## src/rtl/board_cfg_pkg.sv

```systemverilog
package board_cfg_pkg;

  localparam int ADDR_W = 12;
  localparam int WORD_W = 32;

  // register byte offsets
  localparam logic [ADDR_W-1:0] OFS_REMAP = 12'h000;
  localparam logic [ADDR_W-1:0] OFS_LED   = 12'h004;
  localparam logic [ADDR_W-1:0] OFS_SW    = 12'h00C;
  localparam logic [ADDR_W-1:0] OFS_REV   = 12'h010;
  localparam logic [ADDR_W-1:0] OFS_RTN   = 12'h0A0;
  localparam logic [ADDR_W-1:0] OFS_DOUT  = 12'h0A4;
  localparam logic [ADDR_W-1:0] OFS_CTRL  = 12'h0A8;
  localparam logic [ADDR_W-1:0] OFS_STAT  = 12'h0AC;
  localparam logic [ADDR_W-1:0] OFS_DLL   = 12'h100;
  localparam logic [ADDR_W-1:0] OFS_AID   = 12'hFF8;
  localparam logic [ADDR_W-1:0] OFS_ID    = 12'hFFC;

  // control word fields
  localparam int CTL_GO     = 31;
  localparam int CTL_DIR    = 30;
  localparam int CTL_FN_LO  = 20;
  localparam int CTL_FN_W   = 6;
  localparam int CTL_DEV_W  = 12;

  // lock word fields
  localparam int DLL_MASK_LO = 24;
  localparam int DLL_LOCK_LO = 16;
  localparam int DLL_SLOT_W  = 8;

  function automatic logic addr_mapped(input logic [ADDR_W-1:0] a);
    case (a)
      OFS_REMAP, OFS_LED, OFS_SW, OFS_REV, OFS_RTN, OFS_DOUT,
      OFS_CTRL, OFS_STAT, OFS_DLL, OFS_AID, OFS_ID: return 1'b1;
      default: return 1'b0;
    endcase
  endfunction

endpackage

```

## src/rtl/bcr_lock_reduce.sv

```systemverilog
module bcr_lock_reduce #(
  parameter int N = 8
) (
  input  logic         clk,
  input  logic         rst,
  input  logic         mask_we,
  input  logic [N-1:0] mask_in,
  input  logic [N-1:0] lock_in,
  output logic [N-1:0] mask_q,
  output logic [N-1:0] lock_q,
  output logic         all_locked
);

  logic [N-1:0] covered;

  always_ff @(posedge clk) begin
    if (rst) begin
      mask_q <= '0;
      lock_q <= '0;
    end else begin
      lock_q <= lock_in;
      if (mask_we) mask_q <= mask_in;
    end
  end

  // a set mask bit forces that lane to count as locked
  genvar g;
  generate
    for (g = 0; g < N; g++) begin : g_lane
      assign covered[g] = lock_q[g] | mask_q[g];
    end
  endgenerate

  assign all_locked = &covered;

endmodule

```

## src/rtl/bcr_cfg_xact.sv

```systemverilog
module bcr_cfg_xact
  import board_cfg_pkg::*;
(
  input  logic                 clk,
  input  logic                 rst,
  input  logic                 ctrl_we,
  input  logic                 stat_we,
  input  logic                 dout_we,
  input  logic                 rtn_we,
  input  logic [WORD_W-1:0]    wdata,
  input  logic                 agent_done,
  input  logic                 agent_err,
  input  logic [WORD_W-1:0]    agent_rdata,
  output logic [WORD_W-1:0]    ctrl_word,
  output logic [WORD_W-1:0]    stat_word,
  output logic [WORD_W-1:0]    dout_word,
  output logic [WORD_W-1:0]    rtn_word,
  output logic                 req_pulse,
  output logic                 op_write,
  output logic [CTL_FN_W-1:0]  func,
  output logic [CTL_DEV_W-1:0] dev
);

  logic                 go_q;
  logic                 dir_q;
  logic [CTL_FN_W-1:0]  fn_q;
  logic [CTL_DEV_W-1:0] dev_q;
  logic                 cmpl_q;
  logic                 err_q;
  logic [WORD_W-1:0]    dout_q;
  logic [WORD_W-1:0]    rtn_q;
  logic                 req_q;
  logic                 launch;
  logic                 finish;

  assign launch = ctrl_we && wdata[CTL_GO];
  assign finish = go_q && agent_done;

  always_ff @(posedge clk) begin
    if (rst) begin
      go_q   <= 1'b0;
      dir_q  <= 1'b0;
      fn_q   <= '0;
      dev_q  <= '0;
      cmpl_q <= 1'b0;
      err_q  <= 1'b0;
      dout_q <= '0;
      rtn_q  <= '0;
      req_q  <= 1'b0;
    end else begin
      req_q <= launch;

      if (ctrl_we) begin
        go_q  <= wdata[CTL_GO];
        dir_q <= wdata[CTL_DIR];
        fn_q  <= wdata[CTL_FN_LO +: CTL_FN_W];
        dev_q <= wdata[CTL_DEV_W-1:0];
      end else if (finish) begin
        go_q <= 1'b0;
      end

      if (launch) begin
        cmpl_q <= 1'b0;
        err_q  <= 1'b0;
      end else if (finish) begin
        cmpl_q <= 1'b1;
        err_q  <= agent_err;
      end else if (stat_we) begin
        cmpl_q <= wdata[0];
        err_q  <= wdata[1];
      end

      if (dout_we) dout_q <= wdata;

      if (finish && !dir_q) rtn_q <= agent_rdata;
      else if (rtn_we)      rtn_q <= wdata;
    end
  end

  always_comb begin
    ctrl_word                          = '0;
    ctrl_word[CTL_GO]                  = go_q;
    ctrl_word[CTL_DIR]                 = dir_q;
    ctrl_word[CTL_FN_LO +: CTL_FN_W]   = fn_q;
    ctrl_word[CTL_DEV_W-1:0]           = dev_q;
    stat_word                          = '0;
    stat_word[0]                       = cmpl_q;
    stat_word[1]                       = err_q;
  end

  assign dout_word = dout_q;
  assign rtn_word  = rtn_q;
  assign req_pulse = req_q;
  assign op_write  = dir_q;
  assign func      = fn_q;
  assign dev       = dev_q;

endmodule

```

## src/rtl/bcr_rd_port.sv

```systemverilog
module bcr_rd_port
  import board_cfg_pkg::*;
(
  input  logic              clk,
  input  logic              rst,
  input  logic              rd_en,
  input  logic [WORD_W-1:0] rd_word,
  output logic [WORD_W-1:0] rdata,
  output logic              rvalid
);

  always_ff @(posedge clk) begin
    if (rst) begin
      rdata  <= '0;
      rvalid <= 1'b0;
    end else begin
      rvalid <= rd_en;
      if (rd_en) rdata <= rd_word;
    end
  end

endmodule

```

## src/rtl/board_cfg_regs.sv

```systemverilog
module board_cfg_regs
  import board_cfg_pkg::*;
#(
  parameter int          LED_W     = 8,
  parameter int          SW_W      = 8,
  parameter int          REV_W     = 4,
  parameter int          DLL_N     = 8,
  parameter logic [7:0]  BUILD_NUM = 8'h11,
  parameter logic [7:0]  CFG_COUNT = 8'h05,
  parameter logic [7:0]  IMPL_CODE = 8'h5A,
  parameter logic [3:0]  VARIANT   = 4'h2,
  parameter logic [3:0]  BUS_KIND  = 4'h4,
  parameter logic [11:0] PART_NUM  = 12'h2C7,
  parameter logic [3:0]  IP_REV    = 4'h1
) (
  input  logic                 clk,
  input  logic                 rst,
  input  logic                 bus_req,
  input  logic                 bus_wr,
  input  logic [ADDR_W-1:0]    bus_addr,
  input  logic [WORD_W-1:0]    bus_wdata,
  output logic [WORD_W-1:0]    bus_rdata,
  output logic                 bus_rvalid,
  output logic                 remap_o,
  output logic [LED_W-1:0]     led_o,
  input  logic [SW_W-1:0]      sw_i,
  input  logic [REV_W-1:0]     board_rev_i,
  output logic                 cfg_req_o,
  output logic                 cfg_write_o,
  output logic [CTL_FN_W-1:0]  cfg_func_o,
  output logic [CTL_DEV_W-1:0] cfg_dev_o,
  output logic [WORD_W-1:0]    cfg_wdata_o,
  input  logic                 cfg_done_i,
  input  logic                 cfg_err_i,
  input  logic [WORD_W-1:0]    cfg_rdata_i,
  input  logic [DLL_N-1:0]     dll_locked_i
);

  localparam int REV_SLOT_LO = 20;

  logic wr_en, rd_en;
  logic we_remap, we_led, we_ctrl, we_stat, we_dout, we_rtn, we_dll;
  logic remap_q;
  logic [LED_W-1:0] led_q;
  logic [WORD_W-1:0] ctrl_w, stat_w, dout_w, rtn_w, rd_mux;
  logic [DLL_N-1:0] dll_mask, dll_lock;
  logic dll_all;

  assign wr_en    = bus_req && bus_wr;
  assign rd_en    = bus_req && !bus_wr;
  assign we_remap = wr_en && (bus_addr == OFS_REMAP);
  assign we_led   = wr_en && (bus_addr == OFS_LED);
  assign we_ctrl  = wr_en && (bus_addr == OFS_CTRL);
  assign we_stat  = wr_en && (bus_addr == OFS_STAT);
  assign we_dout  = wr_en && (bus_addr == OFS_DOUT);
  assign we_rtn   = wr_en && (bus_addr == OFS_RTN);
  assign we_dll   = wr_en && (bus_addr == OFS_DLL);

  always_ff @(posedge clk) begin
    if (rst) begin
      remap_q <= 1'b0;
      led_q   <= '0;
    end else begin
      if (we_remap) remap_q <= bus_wdata[0];
      if (we_led)   led_q   <= bus_wdata[LED_W-1:0];
    end
  end

  assign remap_o = remap_q;
  assign led_o   = led_q;

  bcr_cfg_xact u_xact (
    .clk         (clk),
    .rst         (rst),
    .ctrl_we     (we_ctrl),
    .stat_we     (we_stat),
    .dout_we     (we_dout),
    .rtn_we      (we_rtn),
    .wdata       (bus_wdata),
    .agent_done  (cfg_done_i),
    .agent_err   (cfg_err_i),
    .agent_rdata (cfg_rdata_i),
    .ctrl_word   (ctrl_w),
    .stat_word   (stat_w),
    .dout_word   (dout_w),
    .rtn_word    (rtn_w),
    .req_pulse   (cfg_req_o),
    .op_write    (cfg_write_o),
    .func        (cfg_func_o),
    .dev         (cfg_dev_o)
  );

  assign cfg_wdata_o = dout_w;

  bcr_lock_reduce #(.N(DLL_N)) u_lock (
    .clk        (clk),
    .rst        (rst),
    .mask_we    (we_dll),
    .mask_in    (bus_wdata[DLL_MASK_LO +: DLL_N]),
    .lock_in    (dll_locked_i),
    .mask_q     (dll_mask),
    .lock_q     (dll_lock),
    .all_locked (dll_all)
  );

  always_comb begin
    rd_mux = '0;
    case (bus_addr)
      OFS_REMAP: rd_mux[0] = remap_q;
      OFS_LED:   rd_mux[LED_W-1:0] = led_q;
      OFS_SW:    rd_mux[SW_W-1:0] = sw_i;
      OFS_REV:   rd_mux[REV_W-1:0] = board_rev_i;
      OFS_RTN:   rd_mux = rtn_w;
      OFS_DOUT:  rd_mux = dout_w;
      OFS_CTRL:  rd_mux = ctrl_w;
      OFS_STAT:  rd_mux = stat_w;
      OFS_DLL: begin
        rd_mux[DLL_MASK_LO +: DLL_N] = dll_mask;
        rd_mux[DLL_LOCK_LO +: DLL_N] = dll_lock;
        rd_mux[0]                    = dll_all;
      end
      OFS_AID: begin
        rd_mux[31:24]                     = BUILD_NUM;
        rd_mux[REV_SLOT_LO +: REV_W]      = board_rev_i;
        rd_mux[10:8]                      = 3'b111;
        rd_mux[7:0]                       = CFG_COUNT;
      end
      OFS_ID:    rd_mux = {IMPL_CODE, VARIANT, BUS_KIND, PART_NUM, IP_REV};
      default:   rd_mux = '0;
    endcase
  end

  bcr_rd_port u_rd (
    .clk     (clk),
    .rst     (rst),
    .rd_en   (rd_en),
    .rd_word (rd_mux),
    .rdata   (bus_rdata),
    .rvalid  (bus_rvalid)
  );

endmodule

```

## config.mk

```make
export PLATFORM = sky130hd
export DESIGN_NAME = board_cfg_regs
export DESIGN_NICKNAME = d
export VERILOG_FILES = /design/src/rtl/board_cfg_pkg.sv /design/src/rtl/bcr_lock_reduce.sv /design/src/rtl/bcr_cfg_xact.sv /design/src/rtl/bcr_rd_port.sv /design/src/rtl/board_cfg_regs.sv
export SDC_FILE = /design/constraint.sdc
export NUM_CORES = 1
export LEC_CHECK = 0
export ABC_AREA = 1
export ABC_CLOCK_PERIOD_IN_PS = 1650
export BUFFER_PORTS_ARGS = -buffer_cell sky130_fd_sc_hd__buf_2
export CORE_AREA = 4 4 145 112
export DETAILED_ROUTE_END_ITERATION = 6
export DIE_AREA = 0 0 149 116
export HOLD_SLACK_MARGIN = 0.05
export MAX_ROUTING_LAYER = met4
export PLACE_DENSITY = 0.81
export RECOVER_POWER = 50
export SKIP_LAST_GASP = 1
export SLEW_MARGIN = 10
export SYNTH_ARGS = -nofsm -noshare
export SYNTH_HDL_FRONTEND = slang
export SYNTH_SLANG_ARGS = --single-unit
```

## constraint.sdc

```tcl
create_clock -name clk -period 1.65 [get_ports clk]
set_clock_uncertainty 0.15 [all_clocks]
set_input_delay 0.33 -clock clk [delete_from_list [all_inputs] [get_ports clk]]
set_output_delay 0.33 -clock clk [all_outputs]
set_load 0.05 [all_outputs]
```

# Yosys cells after proc, flatten, opt, wreduce, memory -nomap -nowiden
# Cells that the tools add are included.
classes:
  n_eq_ne: 10
  n_reduce_logical: 21
  bitwise: 8
  muxes: 15
ops:
  columns: ["operator", "n"]
  rows:
  - ["12-bit case mux with 6 select lines", 1]
  - ["32-bit 2-to-1 mux", 2]
  - ["12-bit by 8-bit == test with 1-bit output, second input constant", 4]
  - ["12-bit == test, second input constant", 2]
  - ["3-bit case mux with 8 select lines", 1]
  - ["4-bit case mux with 6 select lines", 1]
  - ["5-bit case mux with 4 select lines", 1]
  - ["4-bit case mux with 4 select lines", 1]
  - ["3-bit case mux with 5 select lines", 1]
  - ["12-bit by 3-bit == test with 1-bit output, second input constant", 1]
  - ["12-bit by 4-bit == test with 1-bit output, second input constant", 1]
  - ["12-bit by 5-bit == test with 1-bit output, second input constant", 1]
  - ["12-bit by 9-bit == test with 1-bit output, second input constant", 1]
  - ["1-bit logical AND", 12]
  - ["12-bit logical NOT", 1]
  - ["1-bit case mux with 10 select lines", 1]
  - ["1-bit bitwise OR", 8]
  - ["8-bit AND reduction", 1]
  - ["1-bit 2-to-1 mux", 6]
  - ["2-bit nonzero test", 3]
  - ["2-bit OR reduction", 2]
  - ["1-bit logical NOT", 2]
word_totals:
  wordCells: 69
  inputBits: 102
  ff_bits: 145
  out_inout_bits: 94

# Longest topological paths before layout
# Gate-level depths: netlist of the first run.
logic_depth:
  word_depth: 4
  ltp_mapped: 11
  depth_no_buf: 11

# By module
# Synthesis of the first run repeated with hierarchy kept, for this count alone.
unflattened:
  hier_cells: 1310
  hier_area_um2: 8255.4
by_module_without_submodules:
  columns: ["mod", "area_each_um2", "instances", "cells_each", "seq_area_each_um2"]
  rows:
  - ["bcr_cfg_xact", 4086.4, 1, 584, 1741.7]
  - ["board_cfg_regs", 2229.6, 1, 445, 180.2]
  - ["bcr_rd_port", 1352.5, 1, 206, 660.6]
  - ["bcr_lock_reduce", 586.8, 1, 75, 320.3]

# Worst setup path after synthesis of the first run
# Ideal clock, no wire load.
synth_path:
  path_type: "reg-to-reg"
  start: "register u_xact.dir_q (netlist: u_xact.op_write)"
  end: "register u_xact.rtn_q[0] (netlist: u_xact.rtn_word[0])"
  setup_ns: 0.074
  arrival_ns: 1.641
  stages_incl_launch_ff: 6
  setup_slack_ns: -0.215
  n_path_buf: 1
  synth_period_minus_slack_ns: 1.865
  required_ns: 1.426
  cell_sequence: "dfxtp_1 -> clkinv_1 -> nand2_1 -> clkbuf_1 -> nand2_1 -> a31oi_1"
synth_via:
  elab_chain_len: 3
  word_cells_on_any_way: 4
  cone_classes: "mux (1); reduce/logical (3)"
synth_lines:
  columns: ["element", "line_no", "source"]
  rows:
  - ["start, declared", "bcr_cfg_xact.sv:25", "logic dir_q;"]
  - ["start signal, assigned", "bcr_cfg_xact.sv:55", "dir_q <= wdata[CTL_DIR];"]
  - ["1-bit logical NOT *", "bcr_cfg_xact.sv:75", "if (finish && !dir_q) rtn_q <= agent_rdata;"]
  - ["1-bit logical AND *", "bcr_cfg_xact.sv:75", null]
  - ["32-bit 2-to-1 mux / 2-bit nonzero test (equally long branches)", null, null]
  - ["end signal, assigned", "bcr_cfg_xact.sv:75", null]
  - ["end signal, assigned", "bcr_cfg_xact.sv:76", "else if (rtn_we) rtn_q <= wdata;"]
  - ["end, declared", "bcr_cfg_xact.sv:31", "logic [WORD_W-1:0] rtn_q;"]
# Mark *: on every way between the ends. The rest lies on a longest branch, timed or not.
# A chain may end at the register's enable or synchronous reset.

# Final worst setup path of the first run
layout_path:
  start: "register u_xact.fn_q[5] (netlist: u_xact.func[5])"
  end: "output cfg_func_o[5]"
layout_rtl:
  columns: ["element", "line_no", "source"]
  rows:
  - ["start, declared", "bcr_cfg_xact.sv:26", "logic [CTL_FN_W-1:0] fn_q;"]
  - ["start signal, assigned", "bcr_cfg_xact.sv:56", "fn_q <= wdata[CTL_FN_LO +: CTL_FN_W];"]
  - ["end, declared", "board_cfg_regs.sv:30", "output logic [CTL_FN_W-1:0] cfg_func_o,"]
# No word-level cell between the ends.

==> qor.yml, run 1 <==
worst_setup_path:
  rrSetupSlack_ns: 0.10
  worstPathArrival_ns: 1.15
  r2r_start: "u_xact.go_q"
  cp_top_family: "flip-flops"
  worstSetupStartpointType: "register"
  max_stage_delay_ns: 0.43
  endpoint_kind: "output port"
  criticalPathCategory: "reg2out"
  required_ns: 1.17
  critPathMaxFanout: 3
  path_cells: "buf_2"
  slowest_stage: "dfxtp_1"
  r2r_end: "u_xact.rtn_word[13]"
  cp_num_buf_inv: 1
  rr_worst_depth: 5
floorplan:
  die_area_mm2: 0.0173
  io_pins: 196
  core_area_mm2: 0.0149
  die_w_um: 149
  num_rows: 39
  start_util_pct: 45.8
  die_h_um: 116
timing:
  fin_crit_ns: 1.63
  slew_headroom_pct: 64.0
  setup_violations: 0
  slew_violations: 0
  fin_crit_sh_pct: 98.9
  max_freq_ghz: 0.613
  worst_pin_slew_ns: 0.538
  tns_ns: 0
  hold_viol: 0
  setup_slack_ns: 0.0180
  rsz0062_at_grt: "no"
global_routing:
  grtUsageTotal_pct: 30.0
  grt_pass1_vias: 7154
  grt_max_degree: 74
  grt_antenna_before_repair: 1
  grt_pass1_wl_um: 39000
  gr-total-overflow: 0
yosys:
  yosysWarnings: 0
  synth_area_mm2: 0.00684
  yosysMostFrequentCell: "nand2_1"
  yosys-top-cells-count: "nand2_1, dfxtp_1, nand3_1, o21ai_0, a21oi_1"
  ys_top_cells_by_area: "dfxtp_1, nand3_1, nand2_1, o21ai_0, a21oi_1"
  synth-edff-count: 0
  ys_types: 30
  yosysTopAreaCell: "dfxtp_1"
  synthFlopType: "dfxtp_1"
  ys_ff_latch: 145
  synth_nets: 1062
  netlist_instances: 960
  yosysTopAreaCellShare_pct: 42.5
  syn_avg_cell_area_um2: 7.12
  synthArstFlopShare_pct: 0
  yosysSeqAreaShare_pct: 42.5
worst_hold_path:
  hold_path.startpoint: "cfg_rdata_i[0]"
  min_path_type: "in2reg"
  hold_depth: 3
  hold_path_end: "u_xact.rtn_word[0]"
clock_network:
  numCtsBuffers: 17
  clkLatencyLatePin_ns: 0.42
  clock-sinks: 145
  cts.clk_slew.worst_paths_ns: 0.06
  cts_tree: "done"
  cts_root_buf: "clkbuf_16"
  clockBufferDepth: 2
  htreeDepth: 4
drt:
  dr.pass1.iters: 6
  route.detailed.drc: 0
  vias: 7956
  antenna_left: 0
  wire_per_inst_um: 17.6
  drtIter0Drc: 1070
  via_per_inst: 5.48
  wirelength_um: 25600
power:
  ir_worst_vdd_mv: 0.679
  leakage_uw: 0.00424
  pwr_density_cell_mw_per_mm2: 841
placement:
  portBuffers: 195
  dp_hpwl_um: 18600
  dp_slack_ns: -0.301
  gp_congestion: 1.01
final_layout:
  fillers: 1372
  layout-drive-gt1-share_pct: 27.5
  syn_to_final_growth_pct: 37.1
  nets: 1334
flow_run:
  cap_violations: 0
status:
  outcome: "finished, final reports clean"
worst max path at each step:
stage                               from             endpoint  slack, ns  depth (start not counted)
floorplan                u_xact.op_write  u_xact.rtn_word[17]       0.02                          5
global placement             bus_addr[1]       u_rd.rdata[22]      -0.26                         10
CTS                       u_xact.func[0]        cfg_func_o[0]       0.01                          1
global route        u_xact.dout_word[10]      cfg_wdata_o[10]      0.009                          1
finish                    u_xact.func[5]        cfg_func_o[5]       0.02                          1
detailed placement           bus_addr[1]       u_rd.rdata[22]      -0.30                          9
worst register-to-register path: stages (launching register included):
cell and delay [ns]:
dfxtp_1 0.36, nand2_1 0.09, clkinv_1 0.08, clkbuf_4 0.34
nand3_1 0.21, a31oi_1 0.24
metrics by stage:
| step | hold WS [ns] | std cells | util, % | total power, uW | area, um2 |
|---|---|---|---|---|---|
| finish | 0.0582 | 1452 | 62.8 | 7880 | 9380 |
| global route | 0.0501 | 1451 | 62.8 | 8100 | 9380 |
| CTS | 0.0501 | 1450 | 63.1 | 7880 | 9430 |
| detailed placement | 0.304 | 1389 | 57.4 | 4140 | 8570 |
| global placement | 0.300 | 1389 | 57.4 | 4130 | 8570 |
| floorplan | 0.287 | 960 | - | 3840 | 6840 |
cell usage in the layout (no fill, tap or decap), types with 32 or more instances in the layout:
cell type | Yosys | routed
buf_2 | 17 | 166
nand2_1 | 165 | 164
dfxtp_1 | 145 | 144
nand3_1 | 130 | 130
o21ai_0 | 93 | 97
a21oi_1 | 89 | 89
nor2_1 | 78 | 79
inv_1 | 77 | 78
buf_4 | 3 | 66
a31oi_1 | 32 | 32
registers in the layout, summed over array words and instances, names as in the netlist, 6 cells and up:
register,flops
u_xact.func,6
u_lock.lock_q,8
u_xact.dout_word,32
u_xact.rtn_word,32
u_xact.dev,12
led_o,8
u_rd.rdata,32
u_lock.mask_q,8
layout make-up:
type	instances	area, um2	area share (%)
multi-input cells	669	3290	35.1
flip-flops and latches	145	2900	31.0
repair buffers	313	2030	21.6
clock buffers	24	462	4.92
inverters	86	327	3.48
well taps	205	256	2.74
clock inverters	8	104	1.11
diodes	2	5.00	0.0534
per-layer routing:
| metal | global-route usage (%) | part of all wire (%) | up-vias | wire length [um] |
|---|---|---|---|---|
| met1 | 43.5 | 44 | 3643 | 11400 |
| met4 | 7.56 | 1.7 | 0 | 446 |
| met2 | 41.8 | 42 | 483 | 10600 |
| met3 | 7.35 | 12 | 45 | 3130 |
| met5 | - | 0 | - | 0 |
| li1 | - | - | 3785 | - |
kinds of logic (layout without fill, tap and decap cells):
logic type	count (synthesis)	count (layout)	synth area share [%]
AND/OR/NAND/NOR	411	411	27.6
flip-flops	145	145	42.5
buffers and inverters	146	431	9.26
other	0	2	0
AO/OA/AOI/OAI	258	258	20.7
where the power goes:
part           switching, uW  leakage (uW)  internal [uW]  total, uW
clock network           1480      0.000273           2270       3750
logic                    353       0.00280            240        594
registers               13.3       0.00117           3520       3530
what timing repair did:
action	CTS	global route
hold buffers	29	0
endpoints found under the setup margin	0	37
resized for setup	0	8
buffers inserted	0	0
endpoints found under the hold margin	27	0
Note: power is estimated with default switching activity, not from simulation.
==> run 2: changes to the inputs <==
--- a/config.mk
+++ b/config.mk
@@ -8,15 +8,16 @@
 export ABC_AREA = 1
 export ABC_CLOCK_PERIOD_IN_PS = 1650
 export BUFFER_PORTS_ARGS = -buffer_cell sky130_fd_sc_hd__buf_2
-export CORE_AREA = 4 4 145 112
+export CORE_AREA = 4 4 155 120
 export DETAILED_ROUTE_END_ITERATION = 6
-export DIE_AREA = 0 0 149 116
+export DIE_AREA = 0 0 159 124
 export HOLD_SLACK_MARGIN = 0.05
 export MAX_ROUTING_LAYER = met4
-export PLACE_DENSITY = 0.81
+export PLACE_DENSITY = 0.82
 export RECOVER_POWER = 50
 export SKIP_LAST_GASP = 1
 export SLEW_MARGIN = 10
 export SYNTH_ARGS = -nofsm -noshare
 export SYNTH_HDL_FRONTEND = slang
+export SYNTH_HIERARCHICAL = 1
 export SYNTH_SLANG_ARGS = --single-unit
==> run 2 against run 1 <==
Net effect: the flow now finishes with violations (DRC, setup timing); critical path depth up 10; via count up 17%; first-iteration DRC count up 17%; area after synthesis up 21%; flip-flop and latch count unchanged; hold slack better by 0.0086 ns; critical endpoint is now u_xact/rtn_word[14].
==> qor.yml, run 2 <==
yosys:
  ys_types: 32
  synth_area_mm2: 0.00826
  ys_ff_latch: 145
  synth-edff-count: 0
  synthSimpleGateAreaFrac_pct: 41.7
  yosys-top-cells-count: "nand2_1, nor2_1, nand3_1, dfxtp_1, inv_1"
  synthAdderAreaFrac_pct: 0
  synth.area.mux_share_pct: 0
  synthArstFlopShare_pct: 0
  yosysSeqAreaShare_pct: 35.2
  synth_top_family_by_area: "simple AND/OR/NAND/NOR gates"
  yosysMostFrequentCell: "nand2_1"
  netlist_instances: 1310
  synth_xor_xnor_area_share_pct: 0
  syn_avg_cell_area_um2: 6.30
  yosysTopAreaCellShare_pct: 35.2
  yosysTopAreaCell: "dfxtp_1"
  synth_compound_area_share_pct: 6.67
  synthFlopType: "dfxtp_1"
  ys_top_cells_by_area: "dfxtp_1, nand2_1, nor2_1, nand3_1, buf_4"
  yosysWarnings: 6
final_layout:
  multi_input_area_mm2: 0.00430
  fillers: 1570
  final_cell_mix: "nand2_1, nor2_1, nand3_1"
  final_util_pct: 62.5
  final_area_mm2: 0.0107
  layout.cells.non_filler: 1794
  syn_to_final_growth_pct: 30.1
  layout_commonest_cell: "nand2_1"
  regArea_mm2: 0.00291
  nets: 1663
  antenna_cells: 0
  layout-drive-gt1-share_pct: 24.1
status:
  outcome: "finished, violations left"
  violations: "DRC, setup timing"
worst_setup_path:
  required_ns: 1.86
  cpMostUsedCell: "nand2_1"
  cp-startpoint: "bus_addr[10]"
  worstSetupStartpointType: "input pin"
  rr_worst_depth: 6
  endpoint_kind: "register"
  rrSetupSlack_ns: 0.13
  max_stage_delay_ns: 0.31
  cp_num_buf_inv: 4
  critPathMaxFanout: 8
  cp_top_family: "simple AND/OR/NAND/NOR gates"
  path_cells: "buf_4, nor2_4, nand2_4, buf_12, nor4_4, buf_6, buf_12, nand2_1, nand2_1, nand2_1, a21oi_2"
  worstPathArrival_ns: 1.88
  r2r_start: "u_xact/go_q"
  slowest_stage: "nor4_4"
  r2r_end: "u_xact/rtn_word[14]"
  criticalPathCategory: "in2reg"
drt:
  wire_per_inst_um: 17.5
  via_per_inst: 5.20
  route.detailed.drc: 8
  antenna_left: 0
  wirelength_um: 31300
  dr.pass1.iters: 7
  drtIter0Drc: 1255
  vias: 9337
power:
  swShare_pct: 28.0
  p_switching_uw: 2270
  p_int_uw: 5810
  leakage_uw: 0.00555
  ir_worst_vdd_mv: 0.651
  clkPwrFrac_pct: 44.9
  pwr_density_cell_mw_per_mm2: 752
  power_frac_comb_pct: 10.7
  seq_power_share_pct: 44.5
floorplan:
  num_rows: 42
  core_area_mm2: 0.0172
  die_h_um: 124
  io_pins: 196
  start_util_pct: 48.0
  die_area_mm2: 0.0197
  die_w_um: 159
timing:
  fin_crit_sh_pct: 101
  setup_slack_ns: -0.0147
  setup_violations: 1
  max_freq_ghz: 0.601
  tns_ns: -0.0147
  rsz0062_at_grt: "yes"
  hold_viol: 0
  slew_violations: 0
  fin_crit_ns: 1.66
placement:
  gp_congestion: 0.993
  portBuffers: 195
  dp_cells: 1730
  placed_area_mm2: 0.00976
  dp_hpwl_um: 22800
  dp_slack_ns: -0.416
global_routing:
  grt_pass1_wl_um: 46400
  grt_max_degree: 66
  gr-total-overflow: 0
  grt_antenna_before_repair: 0
  grt_pass1_vias: 8428
  grtUsageTotal_pct: 31.3
clock_network:
  cts_root_buf: "clkbuf_16"
  htreeDepth: 4
  clock-sinks: 145
  cts.clk_slew.worst_paths_ns: 0.07
  clockBufferDepth: 2
  numCtsBuffers: 17
  clkLatencyLatePin_ns: 0.44
  cts_tree: "done"
worst_hold_path:
  hold_path.startpoint: "bus_wdata[24]"
  hold_path_end: "u_xact/func[4]"
  hold_depth: 3
  min_path_type: "in2reg"
flow_run:
  cap_violations: 0
-- run 2: cell types whose count changed after synthesis, moves of 19 or more --
cell / before / now
nand2_1: 165 / 338
nor2_1: 78 / 247
buf_4: 3 / 73
a21oi_1: 89 / 47
nand3_1: 130 / 172
o21ai_0: 93 / 58
a31oi_1: 32 / 0
inv_1: 77 / 109
o21ai_1: 27 / 0
clkbuf_1: 33 / 12
buf_2: 17 / 36
-- run 2: repair_timing --
item	CTS	global route
cloned	0	2
hold endpoints to repair	36	0
hold buffers	28	0
setup buffers	0	2
resized for setup	2	50
endpoints found under the setup margin	2	36
pin swaps	0	11
-- run 2: how the worst max path moves through the flow --
stage	end	slack [ns]	depth (start not counted)
after floorplan	u_xact/cmpl_q	-0.01	8
after CTS	cfg_func_o[1]	0.001	1
final	u_xact/rtn_word[14]	-0.01	11
after detailed placement	u_xact/rtn_word[18]	-0.42	11
after global placement	u_xact/rtn_word[25]	-0.41	8
after global routing	u_xact/rtn_word[23]	-0.03	11
-- run 2: cells by family (layout without fill, tap and decap cells) --
logic type             count (synthesis)  after routing
AOI/OAI and AO/OA                    108            108
buffers and inverters                251            474
DFF                                  145            145
other                                  1             42
and+or+nand+nor                      805            805
-- run 2: power groups by stage --
stage | Sequential, uW | Combinational, uW | Clock, uW
global route | 3600 | 921 | 3760
CTS | 3590 | 832 | 3620
floorplan | 3820 | 349 | 0
detailed placement | 3670 | 778 | 0
global placement | 3670 | 770 | 0
finish | 3590 | 861 | 3630
-- run 2: area by class of cell --
type,instances,share of cell area (%)
multi-input combinational,955,40.0
clock buffer,20,4.07
sequential,145,27.1
inverter,117,4.12
clock inverter,12,0.979
timing repair buffer,325,21.2
tap,220,2.56
-- run 2: worst min-delay path, stage by stage --
cell and delay, ns:
buf_2 0.15, nor2_1 0.06, nor2_1 0.08
-- run 2: per-stage QoR --
step	hold slack (ns)	power (uW)
after floorplan	0.251	4160
after global placement	0.302	4440
after detailed placement	0.310	4450
after CTS	0.0508	8040
after global routing	0.0624	8280
final	0.0668	8080
-- run 2: layer usage --
layer	wire, um	share of wire, %	vias to the layer above	GRT usage, %
li1	-	-	4511	-
met1	13800	44	4134	44.2
met2	12400	40	619	42.3
met3	4350	14	73	9.99
met4	769	2.5	0	9.81
met5	0	0	-	-
